===== config.mk =====
export PLATFORM = sky130hd
export DESIGN_NAME = tone_hold_ctrl
export DESIGN_NICKNAME = d
export VERILOG_FILES = /design/src/rtl/tone_hold_pkg.sv /design/src/rtl/tone_hold_quiet_timer.sv /design/src/rtl/tone_hold_status.sv /design/src/rtl/tone_hold_state_ctl.sv /design/src/rtl/tone_hold_ctrl.sv
export SDC_FILE = /design/constraint.sdc
export NUM_CORES = 1
export LEC_CHECK = 0
export CORE_AREA = 2 2 47 49
export DETAILED_ROUTE_END_ITERATION = 12
export DIE_AREA = 0 0 49 51
export PLACE_DENSITY = 0.7
export SYNTH_ARGS = -nofsm -noshare
export SYNTH_HDL_FRONTEND = slang
export SYNTH_SLANG_ARGS = --single-unit
export TNS_END_PERCENT = 100

===== constraint.sdc =====
create_clock -name clk_i -period 2.37 [get_ports clk_i]
set_clock_uncertainty 0.05 [all_clocks]
set_input_delay 0.474 -clock clk_i [delete_from_list [all_inputs] [get_ports clk_i]]
set_output_delay 0.474 -clock clk_i [all_outputs]
set_load 0.02 [all_outputs]

===== src/rtl/tone_hold_pkg.sv =====
package tone_hold_pkg;

  typedef enum logic {
    STD_G165 = 1'b0,
    STD_G164 = 1'b1
  } tone_std_e;

  typedef enum logic {
    EC_ADAPT  = 1'b0,
    EC_BYPASS = 1'b1
  } ec_state_e;

endpackage


===== src/rtl/tone_hold_quiet_timer.sv =====
module tone_hold_quiet_timer #(
  parameter int unsigned NUM_BANDS     = 2,
  parameter int unsigned QUIET_SAMPLES = 3200
) (
  input  logic                 clk_i,
  input  logic                 rst_ni,
  input  logic                 stb_i,
  input  logic [NUM_BANDS-1:0] rin_quiet_i,
  input  logic [NUM_BANDS-1:0] sin_quiet_i,
  input  logic                 td_i,
  input  logic                 tone_i,
  output logic                 release_o
);
  localparam int unsigned CW = (QUIET_SAMPLES > 1) ? $clog2(QUIET_SAMPLES) : 1;
  localparam logic [CW-1:0] LAST = CW'(QUIET_SAMPLES - 1);

  logic [NUM_BANDS-1:0] band_ok;
  logic                 quiet_all;
  logic [CW-1:0]        cnt_q, cnt_d;

  // one qualifier per band, both directions
  for (genvar b = 0; b < NUM_BANDS; b++) begin : g_band
    assign band_ok[b] = rin_quiet_i[b] & sin_quiet_i[b];
  end
  assign quiet_all = &band_ok;

  assign release_o = td_i & ~tone_i & stb_i & quiet_all & (cnt_q == LAST);

  always_comb begin
    cnt_d = cnt_q;
    if (tone_i || !td_i)      cnt_d = '0;
    else if (stb_i) begin
      if (!quiet_all)         cnt_d = '0;
      else if (cnt_q == LAST) cnt_d = '0;
      else                    cnt_d = cnt_q + 1'b1;
    end
  end

  always_ff @(posedge clk_i or negedge rst_ni) begin
    if (!rst_ni) cnt_q <= '0;
    else         cnt_q <= cnt_d;
  end

  a_r3_cnt_bound: assert property (@(posedge clk_i) disable iff (!rst_ni)
    cnt_q <= LAST);

  a_r4_noisy_restart: assert property (@(posedge clk_i) disable iff (!rst_ni)
    (td_i && stb_i && !quiet_all) |=> (cnt_q == '0));

  a_r4_idle_hold: assert property (@(posedge clk_i) disable iff (!rst_ni)
    (td_i && !tone_i && !stb_i) |=> $stable(cnt_q));

  a_r7_tone_restart: assert property (@(posedge clk_i) disable iff (!rst_ni)
    tone_i |=> (cnt_q == '0));

endmodule


===== src/rtl/tone_hold_status.sv =====
module tone_hold_status (
  input  logic clk_i,
  input  logic rst_ni,
  input  logic tone_i,
  input  logic release_i,
  input  logic irq_clr_i,
  output logic td_o,
  output logic irq_no
);
  logic td_q;
  logic irq_pend_q;

  always_ff @(posedge clk_i or negedge rst_ni) begin
    if (!rst_ni)        td_q <= 1'b0;
    else if (tone_i)    td_q <= 1'b1;
    else if (release_i) td_q <= 1'b0;
  end

  // release beats a same-cycle clear
  always_ff @(posedge clk_i or negedge rst_ni) begin
    if (!rst_ni)        irq_pend_q <= 1'b0;
    else if (release_i) irq_pend_q <= 1'b1;
    else if (irq_clr_i) irq_pend_q <= 1'b0;
  end

  assign td_o   = td_q;
  assign irq_no = ~irq_pend_q;

  a_r2_td_hold: assert property (@(posedge clk_i) disable iff (!rst_ni)
    (td_q && !release_i) |=> td_q);

  a_r5_irq_on_fall: assert property (@(posedge clk_i) disable iff (!rst_ni)
    $fell(td_q) |-> irq_pend_q);

  a_r5_irq_hold: assert property (@(posedge clk_i) disable iff (!rst_ni)
    (irq_pend_q && !irq_clr_i) |=> irq_pend_q);

  a_r7_no_irq_on_tone: assert property (@(posedge clk_i) disable iff (!rst_ni)
    (!irq_pend_q && tone_i) |=> !irq_pend_q);

endmodule


===== src/rtl/tone_hold_state_ctl.sv =====
module tone_hold_state_ctl
  import tone_hold_pkg::*;
(
  input  logic      clk_i,
  input  logic      rst_ni,
  input  logic      tone_i,
  input  logic      auto_mode_i,
  input  logic      host_wr_i,
  input  logic      host_bypass_i,
  input  logic      std_sel_i,
  output ec_state_e state_o,
  output tone_std_e std_o
);
  ec_state_e state_q;
  tone_std_e std_q;

  always_ff @(posedge clk_i or negedge rst_ni) begin
    if (!rst_ni)                    state_q <= EC_ADAPT;
    else if (auto_mode_i && tone_i) state_q <= EC_BYPASS;
    else if (host_wr_i)             state_q <= host_bypass_i ? EC_BYPASS : EC_ADAPT;
  end

  always_ff @(posedge clk_i or negedge rst_ni) begin
    if (!rst_ni) std_q <= STD_G165;
    else         std_q <= std_sel_i ? STD_G164 : STD_G165;
  end

  assign state_o = state_q;
  assign std_o   = std_q;

  a_r9_auto_bypass: assert property (@(posedge clk_i) disable iff (!rst_ni)
    (auto_mode_i && tone_i) |=> (state_q == EC_BYPASS));

  a_r10_manual_stable: assert property (@(posedge clk_i) disable iff (!rst_ni)
    (!auto_mode_i && !host_wr_i) |=> $stable(state_q));

endmodule


===== src/rtl/tone_hold_ctrl.sv =====
module tone_hold_ctrl
  import tone_hold_pkg::*;
#(
  parameter int unsigned NUM_BANDS     = 2,
  parameter int unsigned QUIET_SAMPLES = 3200
) (
  input  logic                 clk_i,
  input  logic                 rst_ni,
  input  logic                 sample_stb_i,
  input  logic                 tone_valid_i,
  input  logic [NUM_BANDS-1:0] rin_quiet_i,
  input  logic [NUM_BANDS-1:0] sin_quiet_i,
  input  logic                 std_sel_i,
  input  logic                 auto_mode_i,
  input  logic                 host_wr_i,
  input  logic                 host_bypass_i,
  input  logic                 irq_clr_i,
  output logic                 td_o,
  output logic                 irq_no,
  output logic                 tone_std_o,
  output logic                 bypass_o
);
  logic      release_w;
  logic      td_w;
  ec_state_e state_w;
  tone_std_e std_w;

  tone_hold_quiet_timer #(
    .NUM_BANDS    (NUM_BANDS),
    .QUIET_SAMPLES(QUIET_SAMPLES)
  ) i_timer (
    .clk_i      (clk_i),
    .rst_ni     (rst_ni),
    .stb_i      (sample_stb_i),
    .rin_quiet_i(rin_quiet_i),
    .sin_quiet_i(sin_quiet_i),
    .td_i       (td_w),
    .tone_i     (tone_valid_i),
    .release_o  (release_w)
  );

  tone_hold_status i_status (
    .clk_i    (clk_i),
    .rst_ni   (rst_ni),
    .tone_i   (tone_valid_i),
    .release_i(release_w),
    .irq_clr_i(irq_clr_i),
    .td_o     (td_w),
    .irq_no   (irq_no)
  );

  tone_hold_state_ctl i_state (
    .clk_i        (clk_i),
    .rst_ni       (rst_ni),
    .tone_i       (tone_valid_i),
    .auto_mode_i  (auto_mode_i),
    .host_wr_i    (host_wr_i),
    .host_bypass_i(host_bypass_i),
    .std_sel_i    (std_sel_i),
    .state_o      (state_w),
    .std_o        (std_w)
  );

  assign td_o       = td_w;
  assign bypass_o   = (state_w == EC_BYPASS);
  assign tone_std_o = (std_w == STD_G164);

  a_r10_release_keeps_state: assert property (@(posedge clk_i) disable iff (!rst_ni)
    (release_w && !tone_valid_i && !host_wr_i) |=> $stable(bypass_o));

endmodule


# Word level (Yosys, flattened, before mapping)

Cells that the tools add are included.

Equality and inequality tests: 1
Add/sub/neg operators: 1
Mux-type cells: 12
Bitwise logic cells: 8
Reduce and logical (&&, ||, !) cells: 8

Operators with widths:

| cell                                           | count |
|---|---|
| 2-to-1 mux 12 bit                              | 4 |
| adder 12 x 1 -> 12 bit (second input constant) | 1 |
| equality test 12 bit (second input constant)   | 1 |
| 2-to-1 mux 1 bit                               | 8 |
| nonzero test 2 bit                             | 4 |
| AND 1 bit                                      | 6 |
| NOT 1 bit                                      | 2 |
| AND reduction 2 bit                            | 1 |
| logical AND 1 bit                              | 1 |
| zero test 1 bit                                | 1 |
| logical OR 1 bit                               | 1 |

Word-level logic and storage cells: 35
Register bits after elaboration: 16
Input bits: 13
Output and inout bits: 4

# Logic depth before layout (Yosys ltp)

Depth in word-level cells: 7
Mapped depth: 6
Depth with buffers taken out: 5

# Hierarchy

From an unflattened synthesis, not the netlist that was laid out.

Cells, all modules: 88
Area total of the unflattened synthesis: 895.9 um^2

By module, submodules not included:

| module                | sequential area each (um^2) | times used | area each (um^2) | cells an instance |
|---|---|---|---|---|
| tone_hold_quiet_timer | 300.3                       | 1          | 755.7            | 78 |
| tone_hold_status      | 50.0                        | 1          | 73.8             | 6 |
| tone_hold_state_ctl   | 50.0                        | 1          | 66.3             | 4 |

# Worst setup path before layout

Ideal clock, no wire load.

Kind: reg-to-reg
Start point: reg i_timer.cnt_q[7]
End point: reg i_timer.cnt_q[8]
Stages on the path, launching flop included: 6
Required time: 2.199 ns
Period minus slack after synthesis: 1.713 ns
Path buffers: 1
Data arrival time: 1.542 ns
Library setup time: 0.121 ns
Path slack: 0.657 ns
Cells stage by stage: dfrtp_1 or4b_4 nor4_4 buf_6 o31ai_1 a22o_1

Longest elaborated chain between the ends: 5
Elaborated cells between the ends (all ways): 6
Classes of those cells: add/sub: 1; eq/ne: 1; mux: 4

Ends and longest elaborated chain:

| element                                                               | RTL line                                                 | source |
|---|---|---|
| start: declaration                                                    | tone_hold_quiet_timer.sv:19                              | `logic [CW-1:0] cnt_q, cnt_d;` |
| start signal: assignment                                              | tone_hold_quiet_timer.sv:41                              | `else cnt_q <= cnt_d;` |
| adder 12 x 1 -> 12 bit / equality test 12 bit (equally long branches) | tone_hold_quiet_timer.sv:35, tone_hold_quiet_timer.sv:34 |  |
| 2-to-1 mux 12 bit (*)                                                 | tone_hold_quiet_timer.sv:34                              | `else if (cnt_q == LAST) cnt_d = '0;` |
| 2-to-1 mux 12 bit (*)                                                 | tone_hold_quiet_timer.sv:33                              | `if (!quiet_all) cnt_d = '0;` |
| 2-to-1 mux 12 bit (*)                                                 | tone_hold_quiet_timer.sv:32                              | `else if (stb_i) begin` |
| 2-to-1 mux 12 bit (*)                                                 | tone_hold_quiet_timer.sv:31                              | `if (tone_i \|\| !td_i) cnt_d = '0;` |

Every way passes the cells marked *; elsewhere a longest branch is shown, timed or not. The select of a mux whose other input is x is not followed.
A chain may end at the register's enable or synchronous reset.

# Final worst setup path

Start point: reg i_timer.cnt_q[1]
End point: reg i_timer.cnt_q[2]

Same word-level chain as after synthesis.

==> run summary <==
The run finished with clean final reports. The number of max-cap violations is 0. The post-detailed-route wirelength per cell is 13.4 um. The met2 routing resource usage after global routing is 0.244.

The via count of the routed design came out at 748. At the worst endpoint, the arrival time is 2120 ps. By instance count, the leading cell after synthesis is dfrtp_1.

In this run, synthesis produced a sequential element count of 16. The HPWL after detailed placement is 1290 um. The routability congestion estimate from global placement is 0.791. In the synthesized netlist, the cells that appear most often are 16 x dfrtp_1, 6 x a21o_1, 5 x nand3_1, 5 x o21ai_0, 5 x o31ai_1. The per-instance average area after synthesis came out at 10.4 um2. For this design the total switching power over the nets is 0.000101 W. The row count came out at 17.

The clock transition at the registers of the reported paths is 90 ps. Entering global routing, the biggest net connects 17 pins. The number of pins exceeding their max-slew limit in the final report is 0.

The critical path goes through ha_1 -> nand3_1 -> nor4_4 -> buf_4 -> o31ai_1 -> a21o_1. The worst hold path belongs to the class reg2reg. The number of nets produced by synthesis came out at 98. The post-CTS resize count is 0. The total wire length is 1740 um.

The number of enable-type register cells in the synthesized netlist is 0. The starting density of the core came out at 0.422. The clock latency of the later-clocked register in the worst-skew pair is 280 ps. The pre-antenna-repair detailed-routing pass consisted of 4 iterations. The headroom to the max-slew limit came out at 0.529. The portion of total power attributed to the clock network came out at 0.299. The final antenna-violating net count is 0. Counting I/O delays and the setup requirement, the final critical path takes 1990 ps. The total core area came out at 2060 um2. The share of total power consumed by net switching came out at 0.218. The die boundary height is 51 um. The maximum VDD drop came out at 319 uV. The worst endpoint required time came out at 2500 ps.

The met3 track demand over resource in global routing is 0.0409. CTS placed an instance of clkbuf_4 at the clock tree root. The synthesized netlist contains 33 unique library cells. The number of buffers inserted to repair setup after CTS came out at 0.

The count of antenna diodes in the layout came out at 0. The number of clock sinks came out at 16. The total CTS buffers is 3. Setup repair after global routing left no endpoint under its margin. For this run, global-route usage on met1 was measured as 0.206. The worst setup path is launched from a flop. The maximum buffer depth of the clock tree came out at 2. The number of hold buffers added after CTS was 0. The worst setup slack for register-to-register paths came out at 380 ps.

Sorting the synthesized cells by area gives the leading types as dfrtp_1 46%, a21o_1 5.2%, o31ai_1 4.3%. For this design the ratio of total power to cell area is 427 nW/um2. The total global-route track usage is 0.157. After detailed routing, the number of vias per cell comes to 5.75.

For this run, design rule violations remaining after detail routing come to 0. Among all flip-flop cells after synthesis, the most frequent one is dfrtp_1. The internal portion of the total power is 0.000362 W.

The number of standard cells after synthesis came out at 84. The first-pass GRT wire length came out at 2970 um. The leakage power is 0.474 nW. The share of synthesized area in the top cell type comes to 0.460. The share of flip-flops with an asynchronous set or reset came out at 1.00.

Setup total negative slack on the finished layout was measured at 0 ps. The share of the clock period used by the worst path after layout is 0.842. The total setup violations reported at the end of the flow is 0. The kind of cell with the highest combined delay along the critical path is simple AND/OR/NAND/NOR gates.

The actual transition at the worst max-transition pin is 705 ps. For this run, the share of the core covered by cells in the final layout is 0.526. The quantity of I/O buffers inserted on ports is 16. The number of warnings printed during yosys synthesis came out at 0.

Along the worst path, the maximum fanout reaches 8. The most congested layer reported by global routing is met2. The buffer and inverter count on the worst path is 1. The width of the chip is 49 um.

The fraction of final layout cells sized beyond drive strength 1 is 0.108. The highest achievable clock rate came out at 501 MHz. The proportion of synthesized chip area in sequential cells is 0.460. The initial DRC count is 15. The total standard cell area after synthesis came out at 871 um2. The total overflow left after global routing is 0. The hold violation count in the final report is 0.

The portion of total power attributed to combinational logic is 0.104. The stage delay of the slowest cell on the critical path is 520 ps. The number of antenna violations at the first check in global routing came out at 0. The biggest area contributor in the post-synthesis netlist is dfrtp_1. TritonCTS built the clock tree. The slowest stage of the critical path is the nor4_4 cell. The die footprint came out at 2500 um2. The worst setup path is of the reg2reg kind. The total number of H-tree levels is 1. Of the total power, registers draw 0.598.

The number of nets in the finished design came out at 118. The via count of the first global-routing pass came out at 696. The top-level I/O count came out at 17.

The area growth from synthesis to layout is 24.6%. The critical path capture point type is a flop.
-- per-layer routing --
| layer | routed length, um | part of all wire |
|---|---|---|
| met3 | 107 | 0.061 |
| met5 | 0 | 0 |
| met2 | 785 | 0.45 |
| met4 | 14 | 0.0080 |
| met1 | 836 | 0.48 |
-- path summary, 6_finish.rpt --
kind                                               start                             to  cells past startpoint
setup / recovery            i_timer.cnt_q[1]$_DFFE_PN0P_   i_timer.cnt_q[2]$_DFFE_PN0P_                      6
hold / removal             i_timer.cnt_q[10]$_DFFE_PN0P_  i_timer.cnt_q[10]$_DFFE_PN0P_                      1
setup reg to reg            i_timer.cnt_q[1]$_DFFE_PN0P_   i_timer.cnt_q[2]$_DFFE_PN0P_                      6
hold reg to reg            i_timer.cnt_q[10]$_DFFE_PN0P_  i_timer.cnt_q[10]$_DFFE_PN0P_                      1
max in group asynchronous                         rst_ni   i_timer.cnt_q[4]$_DFFE_PN0P_                      1
min in group asynchronous                         rst_ni   i_timer.cnt_q[0]$_DFFE_PN0P_                      1
-- cells by family after synthesis --
logic type                 synth area share
DFF                                   0.460
xor gates and xnor gates             0.0101
and+or+nand+nor                       0.250
muxes                                0.0129
adders and majority gates            0.0144
AOI/OAI and AO/OA                     0.214
buffers and inverters                0.0388
-- power by group through the flow --
| stage | Combinational [W] | Clock, W | Sequential (W) |
|---|---|---|---|
| after floorplan | 0.0000116 | 0 | 0.000285 |
| after global placement | 0.0000481 | 0 | 0.000282 |
| after global routing | 0.0000528 | 0.000154 | 0.000278 |
| after detailed placement | 0.0000486 | 0 | 0.000282 |
| after CTS | 0.0000488 | 0.000141 | 0.000277 |
| final | 0.0000480 | 0.000138 | 0.000277 |
-- layout by cell type, fill, tap and decap left out, types with 2 or more instances in the layout --
cell type | netlist | final
nand3_1 | 5 | 5
inv_1 | 4 | 4
clkbuf_4 | 0 | 3
o21ai_0 | 5 | 5
nor4_1 | 3 | 3
nand2_1 | 3 | 3
nor2_1 | 2 | 2
clkdlybuf4s50_1 | 0 | 16
nand4_1 | 2 | 2
or2_2 | 2 | 2
a211oi_1 | 2 | 2
nor3b_1 | 2 | 2
o31ai_1 | 5 | 5
dfrtp_1 | 16 | 16
or3_1 | 2 | 2
nor3_1 | 3 | 3
a22o_1 | 3 | 3
and3_1 | 2 | 2
a21o_1 | 6 | 6
buf_4 | 0 | 2
-- cell type report --
class	count	area, um2
tap	28	35.0
sequential	16	400
multi-input combinational	61	437
inverter	4	15.0
timing repair buffer	18	175
clock buffer	3	22.5
fill	196	978
-- worst reg2reg max path: stages (launching register included) --
cell and delay, ps:
dfrtp_1 410, ha_1 220, nand3_1 220, nor4_4 520, buf_4 220, o31ai_1 80
a21o_1 180
-- metrics by stage --
stage	instance area (um2)	instances	worst slack [ps]	total power (W)	hold slack, ps
2_1_floorplan	871	84	657	0.000297	128
3_3_place_gp	1060	127	366	0.000330	423
3_5_place_dp	1060	127	329	0.000331	426
4_1_cts	1080	130	374	0.000467	446
5_1_grt	1080	130	257	0.000485	470
6_report	1080	130	375	0.000463	442
-- registers in the layout, summed over array words and instances, names as in the netlist --
signal / cells
i_state.std_o: 1
i_status.td_o: 1
i_status.irq_pend_q: 1
i_state.state_o: 1
i_timer.cnt_q: 12
Power figures use the tool's default switching activity.
